--- config.mk ---
export PLATFORM = sky130hd
export DESIGN_NAME = chipsel_chan
export DESIGN_NICKNAME = d
export VERILOG_FILES = /design/src/rtl/chipsel_pkg.sv /design/src/rtl/chipsel_window.sv /design/src/rtl/chipsel_qual.sv /design/src/rtl/chipsel_ackdec.sv /design/src/rtl/chipsel_chan.sv
export SDC_FILE = /design/constraint.sdc
export NUM_CORES = 1
export LEC_CHECK = 0
export BUFFER_PORTS_ARGS = -buffer_cell sky130_fd_sc_hd__buf_2
export CAP_MARGIN = 15
export CORE_MARGIN = 2
export CORE_UTILIZATION = 41
export CTS_CLUSTER_DIAMETER = 40
export DETAILED_ROUTE_END_ITERATION = 6
export GPL_ROUTABILITY_DRIVEN = 0
export MAX_ROUTING_LAYER = met4
export PLACE_DENSITY = 0.9
export SYNTH_ARGS = -nofsm -noshare
export SYNTH_HDL_FRONTEND = slang
export SYNTH_SLANG_ARGS = --single-unit
--- constraint.sdc ---
create_clock -name clk -period 2.2 [get_ports clk]
set_input_delay 0 -clock clk [delete_from_list [all_inputs] [get_ports clk]]
set_output_delay 0 -clock clk [all_outputs]
set_load 0.005 [all_outputs]
--- src/rtl/chipsel_pkg.sv ---
package chipsel_pkg;

    localparam int CNT_W     = 4;
    localparam int SIZE_W    = 3;
    localparam logic [3:0] ACK_FAST = 4'hE;
    localparam logic [3:0] ACK_NONE = 4'hF;

    // Registered channel state
    typedef struct packed {
        logic             cs_n;
        logic             dsack_n;
        logic             avec_n;
        logic [CNT_W-1:0] cnt;
    } chan_state_t;

    // Number of low address bits that sit inside a block of the given size code
    function automatic int unsigned blk_bits(input logic [SIZE_W-1:0] code);
        case (code)
            3'd0:    return 11;
            3'd1:    return 13;
            3'd2:    return 14;
            3'd3:    return 16;
            3'd4:    return 17;
            3'd5:    return 18;
            3'd6:    return 19;
            default: return 20;
        endcase
    endfunction

endpackage

--- src/rtl/chipsel_window.sv ---
module chipsel_window
    import chipsel_pkg::*;
#(
    parameter int ADDR_W   = 24,
    parameter int BASE_LSB = 11
) (
    input  logic [15:0]       base_reg,
    input  logic [ADDR_W-1:0] addr,
    output logic              hit
);
    localparam int TAG_W = ADDR_W - BASE_LSB;

    int unsigned      nbits;
    logic [ADDR_W-1:0] bit_ok;

    always_comb nbits = blk_bits(base_reg[SIZE_W-1:0]);

    for (genvar i = 0; i < ADDR_W; i++) begin : g_bit
        if (i >= BASE_LSB) begin : g_tag
            assign bit_ok[i] = (i < nbits) ||
                               (addr[i] == base_reg[SIZE_W + i - BASE_LSB]);
        end else begin : g_low
            // below the smallest block: tag is zero and always masked
            assign bit_ok[i] = (i < nbits) || !addr[i];
        end
    end

    assign hit = &bit_ok;

    // keep TAG_W meaningful for the base-word layout
    if (TAG_W + SIZE_W != 16) begin : g_bad_layout
        initial $error("base word layout mismatch");
    end
endmodule

--- src/rtl/chipsel_qual.sv ---
module chipsel_qual #(
    parameter int ADDR_W = 24
) (
    input  logic [1:0]        lane_sel,
    input  logic [1:0]        dir_sel,
    input  logic [1:0]        space_sel,
    input  logic [2:0]        lvl_sel,
    input  logic [ADDR_W-1:0] addr,
    input  logic              rw,
    input  logic [2:0]        fc,
    input  logic              upper_lane,
    input  logic              lower_lane,
    output logic              qual_ok,
    output logic              iack_cyc
);
    logic cpu_space;
    logic lane_ok;
    logic dir_ok;
    logic lvl_ok;
    logic space_ok;

    always_comb begin
        cpu_space = (fc == 3'b111);
        iack_cyc  = cpu_space && (addr[19:16] == 4'hF);
        lane_ok   = (lane_sel[1] && upper_lane) || (lane_sel[0] && lower_lane);
        dir_ok    = rw ? dir_sel[0] : dir_sel[1];
        lvl_ok    = (lvl_sel == 3'd0) || (lvl_sel == addr[3:1]);
        case (space_sel)
            2'b00:   space_ok = iack_cyc && lvl_ok;
            2'b01:   space_ok = !cpu_space && !fc[2];
            2'b10:   space_ok = !cpu_space && fc[2];
            default: space_ok = !cpu_space;
        endcase
        qual_ok = lane_ok && dir_ok && space_ok;
    end
endmodule

--- src/rtl/chipsel_ackdec.sv ---
module chipsel_ackdec
    import chipsel_pkg::*;
(
    input  logic [3:0]       ack_code,
    output logic             ack_en,
    output logic [CNT_W-1:0] ack_target
);
    always_comb begin
        ack_en     = 1'b1;
        ack_target = '0;
        if (ack_code == ACK_NONE) begin
            ack_en = 1'b0;
        end else if (ack_code != ACK_FAST) begin
            ack_target = CNT_W'(ack_code) + 1'b1;
        end
    end
endmodule

--- src/rtl/chipsel_chan.sv ---
module chipsel_chan
    import chipsel_pkg::*;
#(
    parameter int ADDR_W = 24
) (
    input  logic              clk,
    input  logic              rst_n,
    input  logic [15:0]       base_reg,
    input  logic [15:0]       opt_reg,
    input  logic [ADDR_W-1:0] addr,
    input  logic              as_n,
    input  logic              ds_n,
    input  logic              rw,
    input  logic [2:0]        fc,
    input  logic              upper_lane,
    input  logic              lower_lane,
    output logic              cs_n,
    output logic              dsack_n,
    output logic              avec_n
);
    localparam chan_state_t IDLE = '{cs_n: 1'b1, dsack_n: 1'b1, avec_n: 1'b1, cnt: '0};

    chan_state_t      st_d, st_q;
    logic             hit;
    logic             qual_ok;
    logic             iack_cyc;
    logic             ack_en;
    logic [CNT_W-1:0] ack_target;
    logic             enabled;
    logic             strobe_on;
    logic             sel;

    chipsel_window #(.ADDR_W(ADDR_W)) u_window (
        .base_reg (base_reg),
        .addr     (addr),
        .hit      (hit)
    );

    chipsel_qual #(.ADDR_W(ADDR_W)) u_qual (
        .lane_sel   (opt_reg[14:13]),
        .dir_sel    (opt_reg[12:11]),
        .space_sel  (opt_reg[5:4]),
        .lvl_sel    (opt_reg[3:1]),
        .addr       (addr),
        .rw         (rw),
        .fc         (fc),
        .upper_lane (upper_lane),
        .lower_lane (lower_lane),
        .qual_ok    (qual_ok),
        .iack_cyc   (iack_cyc)
    );

    chipsel_ackdec u_ackdec (
        .ack_code   (opt_reg[9:6]),
        .ack_en     (ack_en),
        .ack_target (ack_target)
    );

    always_comb begin
        enabled   = (base_reg != 16'h0) || (opt_reg[15:0] != 16'h0);
        strobe_on = opt_reg[10] ? !ds_n : !as_n;
        sel       = enabled && hit && qual_ok && strobe_on;

        st_d      = st_q;
        st_d.cs_n = !sel;
        if (!sel) begin
            st_d.cnt = '0;
        end else if (st_q.cs_n) begin
            st_d.cnt = '0;
        end else if (st_q.cnt != '1) begin
            st_d.cnt = st_q.cnt + 1'b1;
        end
        st_d.dsack_n = !(sel && ack_en && (st_d.cnt >= ack_target));
        st_d.avec_n  = !(sel && iack_cyc && opt_reg[0]);
    end

    always_ff @(posedge clk) begin
        if (!rst_n) st_q <= IDLE;
        else        st_q <= st_d;
    end

    assign cs_n    = st_q.cs_n;
    assign dsack_n = st_q.dsack_n;
    assign avec_n  = st_q.avec_n;
endmodule

==> results of run 1 <==
[cells in the mapped netlist, types with 2 or more instances]
| cell type | instances |
|---|---|
| nor3_1 | 5 |
| o211ai_1 | 2 |
| xor2_1 | 10 |
| nand4_1 | 5 |
| nor2_1 | 10 |
| nor4_2 | 2 |
| a21oi_1 | 5 |
| a31oi_1 | 3 |
| dfxtp_1 | 7 |
| and4_1 | 4 |
| nand2_1 | 5 |
| ha_1 | 8 |
| and3_1 | 4 |
| xnor2_1 | 6 |
| inv_1 | 4 |
| o21ai_0 | 5 |
| nor4_1 | 7 |
| mux2i_1 | 3 |
| nand3_1 | 10 |
[layer usage]
layer	routed length [µm]	up-vias	GRT usage, %
li1	-	617	-
met1	985	542	20.1
met2	1350	51	42.1
met3	182	5	2.29
met4	59	0	11.1
met5	0	-	-
[cell families (layout without fill, tap and decap cells)]
| family | Yosys count | count (layout) | synth area share, % |
|---|---|---|---|
| buffers and inverters | 7 | 72 | 3.98 |
| muxes | 3 | 3 | 3.08 |
| xor gates and xnor gates | 16 | 16 | 14.4 |
| AOI/OAI and AO/OA | 27 | 27 | 19.3 |
| and+or+nand+nor | 57 | 57 | 34.6 |
| adders and majority gates | 8 | 8 | 10.3 |
| DFF | 7 | 7 | 14.4 |
[where the power goes]
group	switching [W]	internal (W)
Sequential	0.00000000778	0.000127
Combinational	0.0000825	0.0000837
Clock	0.0000468	0.0000692
Total	0.000129	0.000280
[timing repair]
action / in CTS / in global routing
hold endpoints to repair: 1 / 0
hold buffers: 1 / 0
gates resized for setup: 0 / 3
endpoints found under the setup margin: 0 / 1
[cells in the final DEF, fill, tap and decap left out, types with 5 or more instances in the layout]
cell type,netlist,final
nand3_1,10,9
buf_2,0,60
a21oi_1,5,5
o21ai_0,5,5
nor4_1,7,7
nand4_1,5,5
nor2_1,10,10
xor2_1,10,10
xnor2_1,6,6
nor3_1,5,5
ha_1,8,7
nand2_1,5,5
dfxtp_1,7,6
[metrics by stage]
step | setup WS, ns | hold WS [ns] | instances | area [µm²] | util, %
4_1_cts | 0.0655 | 0.0949 | 218 | 1340 | 60.2
6_report | 0.179 | 0.0999 | 218 | 1350 | 60.6
2_1_floorplan | 0.198 | 0.0718 | 125 | 973 | -
3_3_place_gp | 0.0499 | 0.233 | 213 | 1310 | 58.5
3_5_place_dp | -0.0507 | 0.244 | 213 | 1310 | 58.5
5_1_grt | 0.0129 | 0.108 | 218 | 1350 | 60.6
[path summary, 6_finish.rpt]
check                 end  slack, ns  depth (start not counted)
setup reg to reg  dsack_n       0.18                         10
hold reg to reg   st_q[0]       0.70                          2
hold / removal     avec_n        0.1                          3
setup / recovery  dsack_n       0.18                         10
[state kept, by name, summed over array words and instances (netlist names)]
| signal | count |
|---|---|
| st_q | 4 |
| avec_n | 1 |
| cs_n | 1 |
| dsack_n | 1 |
[worst max-delay path, delay by kind of cell, from the launching register on]
| kind | cells | cell delay, ns |
|---|---|---|
| flops | 1 | 0.35 |
| fa+ha+maj | 2 | 0.50 |
| compound gates | 3 | 0.50 |
| simple gates | 4 | 0.46 |
| mux | 1 | 0.16 |
[final cells by class]
class	count	area, µm²	share of cell area, %
multi-input combinational	111	802	59.3
tap	28	35.0	2.59
timing repair buffer	64	333	24.6
sequential	7	141	10.5
clock buffer	4	26.3	1.94
inverter	4	15.0	1.11
==> metrics.md, run 1 <==
| Metric | Value |
|---|---|
| Total global routing overflow | `0` |
| Final wirelength | `~2600 µm` |
| Slowest stage delay, CP | `0.35 ns` |
| Crit share post-route | `between 90% and 100%` |
| WP data arrival | `between 2 and 2.5 ns` |
| Max_slew headroom | `between 70% and 80%` |
| # clock sinks | `7` |
| CTS tree | `yes` |
| Hold Path Class | `input pin to flip-flop` |
| HP Start | `opt_reg[0]` |
| Setup TNS | `0 ns` |
| Wire per inst | `11.8 µm` |
| # setup viols final | `0` |
| Min Tclk post-route | `2.02 ns` |
| Worst Path Required | `~2.4 ns` |
| FFs w/ async S/R, synth | `0%` |
| Synth top area share | `approximately 14%` |
| Initial antenna violation count | `0` |
| Post-synthesis instance total | `between 100 and 150` |
| Number of synthesized flops with an enable pin | `0` |
| Worst-skew pair later-pin latency | `0.26 ns` |
| Worst-path cell chain | `ha_2 > nand3_2 > mux2i_1 > nor2_1 > and3_1 > ha_1 > o21ai_0 > a21oi_1 > o311a_1 > nand3_1` |
| Sequential share of the synthesized area | `14.4%` |
| Ports | `69` |
| Top post-synthesis cells by area | `dfxtp_1 14%, ha_1 10%, xor2_1 9.0%` |
| Post-CTS setup buffer count | `0` |
| Routed via count | `1215` |
| Top cell type by total area after synthesis | `dfxtp_1` |
| Drt pass-1 iters | `4` |
| H-tree depth | `1` |
| RSZ-0062 raised after global routing | `false` |
| Core Area | `2230 µm²` |
| Max-cap viol count | `0` |
| Hold Violations, Final | `0` |
| DRC | `0` |
| Die area | `about 2800 µm²` |
| Pin count of the biggest net entering global routing | `8` |
| Clk root buf | `clkbuf_4` |
| CTS buffer count | `3` |
| Fillers | `215` |
| Max FO, Critical Path | `4` |
| Leakage dissipation | `about 0.63 nW` |
| Clock transition at path regs | `0.05 ns` |
| Critical path endpoint category | `flip-flop` |
| HPWL after detailed placement | `about 2300 µm` |
| Crit Path Category | `flip-flop to flip-flop` |
| Area delta synth->final | `38.9%` |
| Post-route ant nets | `0` |
| Fmax | `495 MHz` |
| Syn avg cell area | `7.79 µm²` |
| Number of antenna diodes | `0` |
| Tot Pwr | `0.000409 W` |
| Row Count | `17` |
| Number of synthesized register bits | `7` |
| Status | `completed` |
| Primary FF master, synth | `dfxtp_1` |
| Avg Vias per Cell | `roughly 5.6` |
| Share of cells above drive strength 1 | `38.4%` |
| Die W | `52.7 µm` |
| Slowest cell on crit path | `dfxtp_2` |
| IO buf count | `60` |
| Slew Limit Fails | `0` |
| Die Height | `52.7 µm` |
| First-pass GRT wire length | `~4400 µm` |
| Vias in the first global route | `roughly 1.2k` |
| Synthesis warning total | `0` |
| Worst r2r src | `st_q[1]` |
| # nets final | `265` |
| Cell Area, Synth | `~970 µm²` |
| IR drop worst, VDD | `141 µV` |
| Worst setup SP type | `flip-flop` |
| Starting Density | `a little over two fifths` |
| Clock buffer depth | `2` |
| Total track usage | `21.4%` |
| Mapped Nets | `between 150 and 200` |
| Drt initial violations | `20` |
| Fin Clk Skew | `0.00213 ns` |
| Pwr per Cell Area | `303 nW/µm²` |
| Slew @ Worst Pin | `0.387 ns` |
| Critical path origin | `st_q[1]` |
| Synth unique cells | `39` |
(Power assumes the default switching activity.)
==> run 2, diff against run 1 <==
- ABC_AREA: not set -> 1
==> metrics.md, run 2 <==
| Metric | Value |
|---|---|
| Pin count of the biggest net entering global routing | `6 (-2)` |
| IR drop worst, VDD | `132 µV (-6.5%)` |
| Crit Path Category | `flip-flop to flip-flop` |
| Most flops, register | `st_q` |
| CTS tree | `yes` |
| First-pass GRT wire length | `3560 µm (-19%)` |
| H-tree depth | `1 (unchanged)` |
| Fin Clk Skew | `0.00977 ns (+0.00763 ns)` |
| Slew Limit Fails | `0 (unchanged)` |
| CP dominant cell by count | `nor2_1` |
| Hold Path Class | `input pin to flip-flop` |
| Die W | `52.7 µm (-0.11%)` |
| Synth top area share | `18.9% (+4.5 points)` |
| Worst Path Required | `2.34 ns (-0.05 ns)` |
| DRC | `0 (unchanged)` |
| Area delta synth->final | `40.9%` |
| Clock buffer depth | `2 (unchanged)` |
| Slowest cell on crit path | `dfxtp_2` |
| CTS buffer count | `3 (unchanged)` |
| Most common cell after layout, fill and taps aside | `buf_2` |
| WP data arrival | `2.17 ns (-0.05 ns)` |
| Die area | `2770 µm² (-0.23%)` |
| Hold path cells | `3 (unchanged)` |
| Total track usage | `16.9% (-4.6 points)` |
| Most frequent cells in the layout | `59 x buf_2, 49 x nand2_1, 25 x inv_1` |
| Synth cell count leaders | `49 x nand2_1, 26 x inv_1, 22 x nor2_1` |
| Post-route ant nets | `0 (unchanged)` |
| Instance count on the critical path | `16 (+6)` |
| R2r worst-path depth | `16 (+6)` |
| Number of synthesized flops with an enable pin | `0 (unchanged)` |
| Tot Pwr | `0.000397 W (-3.1%)` |
| Critical path endpoint category | `flip-flop` |
| Pwr per Cell Area | `290 nW/µm² (-4.2%)` |
| Worst-skew pair later-pin latency | `0.26 ns (about the same)` |
| # nets final | `309 (+17%)` |
| Wire per inst | `8.29 µm (-30%)` |
| Total global routing overflow | `0 (unchanged)` |
| Final wirelength | `2170 µm (-16%)` |
| Min Tclk post-route | `2.03 ns (+0.0121 ns)` |
| Leakage dissipation | `0.787 nW (+24%)` |
| Vias in the first global route | `1029 (-13%)` |
| Crit share post-route | `92.4% (+0.55 points)` |
| Top delay family on crit path | `simple AND/OR/NAND/NOR gates` |
| Synthesis warning total | `0 (unchanged)` |
| Primary FF master, synth | `dfxtp_1` |
| Top cell type by total area after synthesis | `nand2_1` |
| Max-cap viol count | `0 (unchanged)` |
| Slowest stage delay, CP | `0.37 ns (+0.02 ns)` |
| HPWL after detailed placement | `1930 µm (-16%)` |
| Synth unique cells | `21 (-46%)` |
| Max reg flops | `4 (unchanged)` |
| Clk root buf | `clkbuf_4` |
| Initial antenna violation count | `0 (unchanged)` |
| Clock transition at path regs | `0.06 ns (about the same)` |
| Starting Density | `43.5% (-0.11 points)` |
| Number of antenna diodes | `0 (unchanged)` |
| Crit path buf inv count | `3 (+3)` |
| Max FO, Critical Path | `4 (unchanged)` |
| Mapped Nets | `243 (+22%)` |
| Syn avg cell area | `5.75 µm² (-26%)` |
| Drt pass-1 iters | `4 (unchanged)` |
| Drt initial violations | `16 (-20%)` |
| Die Height | `52.7 µm (-0.11%)` |
| Sequential share of the synthesized area | `14.4% (+0.037 points)` |
| Cell Area, Synth | `971 µm² (-0.26%)` |
| Avg Vias per Cell | `4.53 (-19%)` |
| Share of cells above drive strength 1 | `36.8% (-1.7 points)` |
| Ports | `69 (unchanged)` |
| Hold Violations, Final | `0 (unchanged)` |
| Number of synthesized register bits | `7 (unchanged)` |
| Fmax | `492 MHz (-0.59%)` |
| Top post-synthesis cells by area | `nand2_1 19%, dfxtp_1 14%, ha_1 10%` |
| Worst-path cell chain | `ha_4 > nand2_1 > nor2_2 > inv_2 > nor2_1 > nor2_1 > o21ai_2 > nor2_1 > ha_1 > inv_1 > o21bai_1 > nand3_1 > nand3_1 > o21ai_0 > inv_1 > nand4_1` |
| Dpl cells | `256 (+20%)` |
| Hold slack | `0.0909 ns (-0.00905 ns)` |
| R2R Setup Slk | `0.17 ns (about the same)` |
| IO buf count | `59 (-1.7%)` |
| Most common cell in the netlist | `nand2_1` |
| Routed via count | `1187 (-2.3%)` |
| Worst setup SP type | `flip-flop` |
| FFs w/ async S/R, synth | `0% (unchanged)` |
| # setup viols final | `0 (unchanged)` |
| Status | `completed` |
| Row Count | `17 (unchanged)` |
| Final non-filler cell total | `262 (+20%)` |
| Max_slew headroom | `78.6% (+4.6 points)` |
| Core Area | `2230 µm² (unchanged)` |
| Post-synthesis instance total | `169 (+35%)` |
| Fillers | `236 (+9.8%)` |
| # clock sinks | `7 (unchanged)` |
| Slew @ Worst Pin | `0.318 ns (-0.0692 ns)` |
run 2: cell count changes after synthesis, sizes merged, moves of 4 or more:
cell   previous run  this run
nand2             5        49
inv               4        32
nor2             10        29
nor4              9         0
xor2             10         5
and4              4         0
nor3              5         1
run 2: final timing paths:
| path | startpoint | endpoint |
|---|---|---|
| setup / recovery | st_q[0] | dsack_n |
| hold / removal | opt_reg[0] | avec_n |
| setup reg to reg | st_q[0] | dsack_n |
| hold reg to reg | st_q[3] | st_q[3] |
run 2: area by class of cell:
class	count	area, µm²	share of cell area (%)
inverters	32	120	8.78
repair buffers	61	313	22.9
clock inverters	1	5.00	0.366
flip-flops and latches	7	143	10.4
multi-input cells	130	729	53.3
well taps	28	35.0	2.56
clock buffers	3	22.5	1.65
run 2: worst reg2reg max path: cells and delay by family (launching register included):
kind	cells	cell delay [ns]
buffers and inverters	3	0.16
adder cells (fa/ha/maj)	2	0.44
AND/OR/NAND/NOR	8	0.68
AO/OA/AOI/OAI	3	0.26
flip-flops	1	0.37
run 2: cells by family after synthesis:
group | synth area share, %
DFF | 14.4
adders and majority gates | 10.3
AOI/OAI and AO/OA | 8.25
and+or+nand+nor | 44.7
xor gates and xnor gates | 9.92
buffers and inverters | 12.4
run 2: layer usage:
metal	up-vias	wire, µm	GRT usage, %	share of wire (%)
met5	-	0	-	0
met4	0	12	5.56	0.55
met3	2	117	1.43	5.4
met2	35	1160	34.6	53
met1	499	881	16.1	41
li1	651	-	-	-
run 2: repair_timing:
item | 4_1_cts | 5_1_grt
gates resized for setup | 0 | 8
endpoints found under the setup margin | 0 | 1
endpoints found under the hold margin | 2 | 0
setup buffers | 0 | 1
hold buffers | 1 | 0
run 2: power breakdown:
group	leakage [nW]	internal, W	switching [W]
clock	0.0177	0.0000665	0.0000502
sequential	0.0575	0.000127	0.00000000456
combinational	0.712	0.0000763	0.0000769
total	0.787	0.000270	0.000127
run 2: stage by stage:
step	util [%]	setup slack (ns)	instance area, µm²	TNS [ns]
after floorplan	-	0.269	971	0
after global placement	58.3	0.146	1300	0
after detailed placement	58.3	0.0946	1300	0
after CTS	59.9	0.0628	1340	0
after global routing	61.2	-0.0230	1370	-0.0230
final	61.2	0.167	1370	0
==> run 3, diff against run 2 <==
==> constraint.sdc (replaced) <==
create_clock -name clk -period 2.2 [get_ports clk]
set_input_delay 0.11 -clock clk [delete_from_list [all_inputs] [get_ports clk]]
set_output_delay 0.11 -clock clk [all_outputs]
set_load 0.005 [all_outputs]
==> metrics.md, run 3 (synthesis gave the netlist of run 2 again) <==
| Metric | Value |
|---|---|
| Status | `completed` |
| Final wirelength | `2230 µm (+2.9%)` |
| Die W | `52.7 µm (unchanged)` |
| Pwr per Cell Area | `287 nW/µm² (-1.2%)` |
| Tot Pwr | `0.000394 W (-0.74%)` |
| First-pass GRT wire length | `3800 µm (+6.6%)` |
| IO buf count | `59 (unchanged)` |
| Die Height | `52.7 µm (unchanged)` |
| CTS buffer count | `3 (unchanged)` |
| Drt initial violations | `23 (+7)` |
| Routed via count | `1170 (-1.4%)` |
| Most common cell after layout, fill and taps aside | `buf_2` |
| Die area | `2770 µm² (unchanged)` |
| Row Count | `17 (unchanged)` |
| DRC | `0 (unchanged)` |
| Wire per inst | `8.52 µm (+2.9%)` |
| Hold Violations, Final | `0 (unchanged)` |
| Area delta synth->final | `41.5%` |
| H-tree depth | `1 (unchanged)` |
| Critical path endpoint category | `flip-flop` |
| Instance count on the critical path | `16 (unchanged)` |
| Total global routing overflow | `0 (unchanged)` |
| Slowest cell on crit path | `dfxtp_2` |
| Hold Path Class | `input pin to flip-flop` |
| Slew @ Worst Pin | `0.334 ns (+0.0155 ns)` |
| Vias in the first global route | `1079 (+4.9%)` |
| Total track usage | `18.1% (+1.3 points)` |
| Hold path cells | `2 (-1)` |
| Max_slew headroom | `77.5% (-1.0 points)` |
| Drt pass-1 iters | `4 (unchanged)` |
| Clk root buf | `clkbuf_4` |
| Max reg flops | `4 (unchanged)` |
| HPWL after detailed placement | `2000 µm (+3.6%)` |
| Fillers | `227 (-3.8%)` |
| WP data arrival | `2.11 ns (-0.06 ns)` |
| Max FO, Critical Path | `3 (-1)` |
| Slew Limit Fails | `0 (unchanged)` |
| Fin Clk Skew | `0.00314 ns (-0.00663 ns)` |
| Pin count of the biggest net entering global routing | `6 (unchanged)` |
| Clock transition at path regs | `0.05 ns (about the same)` |
| # setup viols final | `0 (unchanged)` |
| Worst Path Required | `2.32 ns (-0.02 ns)` |
| Setup TNS | `0 ns (unchanged)` |
| IR drop worst, VDD | `195 µV (+48%)` |
| Avg Vias per Cell | `4.47 (-1.4%)` |
| Starting Density | `43.5% (unchanged)` |
| Crit share post-route | `90.5% (-2.0 points)` |
| Hold slack | `0.113 ns (+0.0221 ns)` |
| Most flops, register | `st_q` |
| Number of antenna diodes | `0 (unchanged)` |
| Max-cap viol count | `0 (unchanged)` |
| R2r worst-path depth | `16 (unchanged)` |
| HP Start | `rst_n` |
| Critical path origin | `st_q[1]` |
| Crit path buf inv count | `3 (unchanged)` |
| Worst setup SP type | `flip-flop` |
| Most frequent cells in the layout | `59 x buf_2, 48 x nand2_1, 25 x inv_1` |
| Worst-skew pair later-pin latency | `0.24 ns (-0.02 ns)` |
| Post-route ant nets | `0 (unchanged)` |
| Slowest stage delay, CP | `0.36 ns (about the same)` |
| Post-cts hold buffer count | `0 (-1)` |
| # clock sinks | `7 (unchanged)` |
| Top delay family on crit path | `simple AND/OR/NAND/NOR gates` |
| Reg area | `145 µm² (+1.8%)` |
| Initial antenna violation count | `0 (unchanged)` |
| Ports | `69 (unchanged)` |
| Leakage dissipation | `0.785 nW (-0.25%)` |
| Clock buffer depth | `2 (unchanged)` |
| Multi-input gate area | `737 µm² (+1.0%)` |
| Worst-path cell chain | `ha_4 > nand2_2 > nor2_4 > inv_2 > nor2_1 > nor2_1 > o21ai_2 > nor2_1 > ha_1 > inv_1 > o21bai_1 > nand3_1 > nand3_1 > o21ai_1 > inv_1 > nand4_1` |
| Core Area | `2230 µm² (unchanged)` |
| Worst r2r src | `st_q[1]` |
| Share of cells above drive strength 1 | `37.2% (+0.43 points)` |
| Fmax | `503 MHz (+2.2%)` |
| CTS tree | `yes` |
| Crit Path Category | `flip-flop to flip-flop` |
| # nets final | `309 (unchanged)` |
| Min Tclk post-route | `1.99 ns (-0.0430 ns)` |
| RSZ-0062 raised after global routing | `false` |
| CP dominant cell by count | `nor2_1` |
==> run 3: final timing paths <==
check,end,slack [ns]
worst max-delay path,dsack_n,0.21
worst min-delay path,avec_n,0.11
worst max register to register,dsack_n,0.21
worst min register to register,st_q[3],0.63
==> run 3: area by class of cell <==
type | count | area share [%]
well taps | 28 | 2.55
inverters | 32 | 8.74
clock buffers | 4 | 1.91
flip-flops and latches | 7 | 10.6
multi-input cells | 130 | 53.6
repair buffers | 61 | 22.6
==> run 3: per-layer routing <==
metal	vias to the layer above	track usage (%)	wire, µm
li1	651	-	-
met1	484	17.3	871
met3	0	2.00	121
met5	-	-	0
met2	35	37.7	1240
met4	0	4.27	0
==> run 3: worst register-to-register path: stages (launching register included) <==
cell      delay, ns
dfxtp_2        0.36
ha_4           0.15
nand2_2        0.07
nor2_4         0.14
inv_2          0.05
nor2_1         0.09
nor2_1         0.05
o21ai_2        0.07
nor2_1         0.07
ha_1           0.28
inv_1          0.04
o21bai_1       0.13
nand3_1        0.09
nand3_1        0.07
o21ai_1        0.06
inv_1          0.05
nand4_1        0.09
==> run 3: repair_timing <==
item,in CTS,in global routing
gates resized for setup,0,12
endpoints found under the setup margin,0,1
setup buffers,0,1
==> run 3: through the flow <==
stage / utilization [%] / instance area [µm²] / setup WS, ns / cells
6_report: 61.5 / 1370 / 0.210 / 262
5_1_grt: 61.5 / 1370 / 0.00351 / 262
4_1_cts: 59.8 / 1340 / 0.0561 / 261
3_5_place_dp: 58.6 / 1310 / 0.0676 / 257
3_3_place_gp: 58.6 / 1310 / 0.117 / 257
2_1_floorplan: - / 971 / 0.269 / 169
==> run 3: where the power goes <==
part           total [W]  switching [W]  internal, W
clock network   0.000112      0.0000429    0.0000689
registers       0.000126  0.00000000440     0.000126
logic           0.000156      0.0000782    0.0000779
total           0.000394       0.000121     0.000273
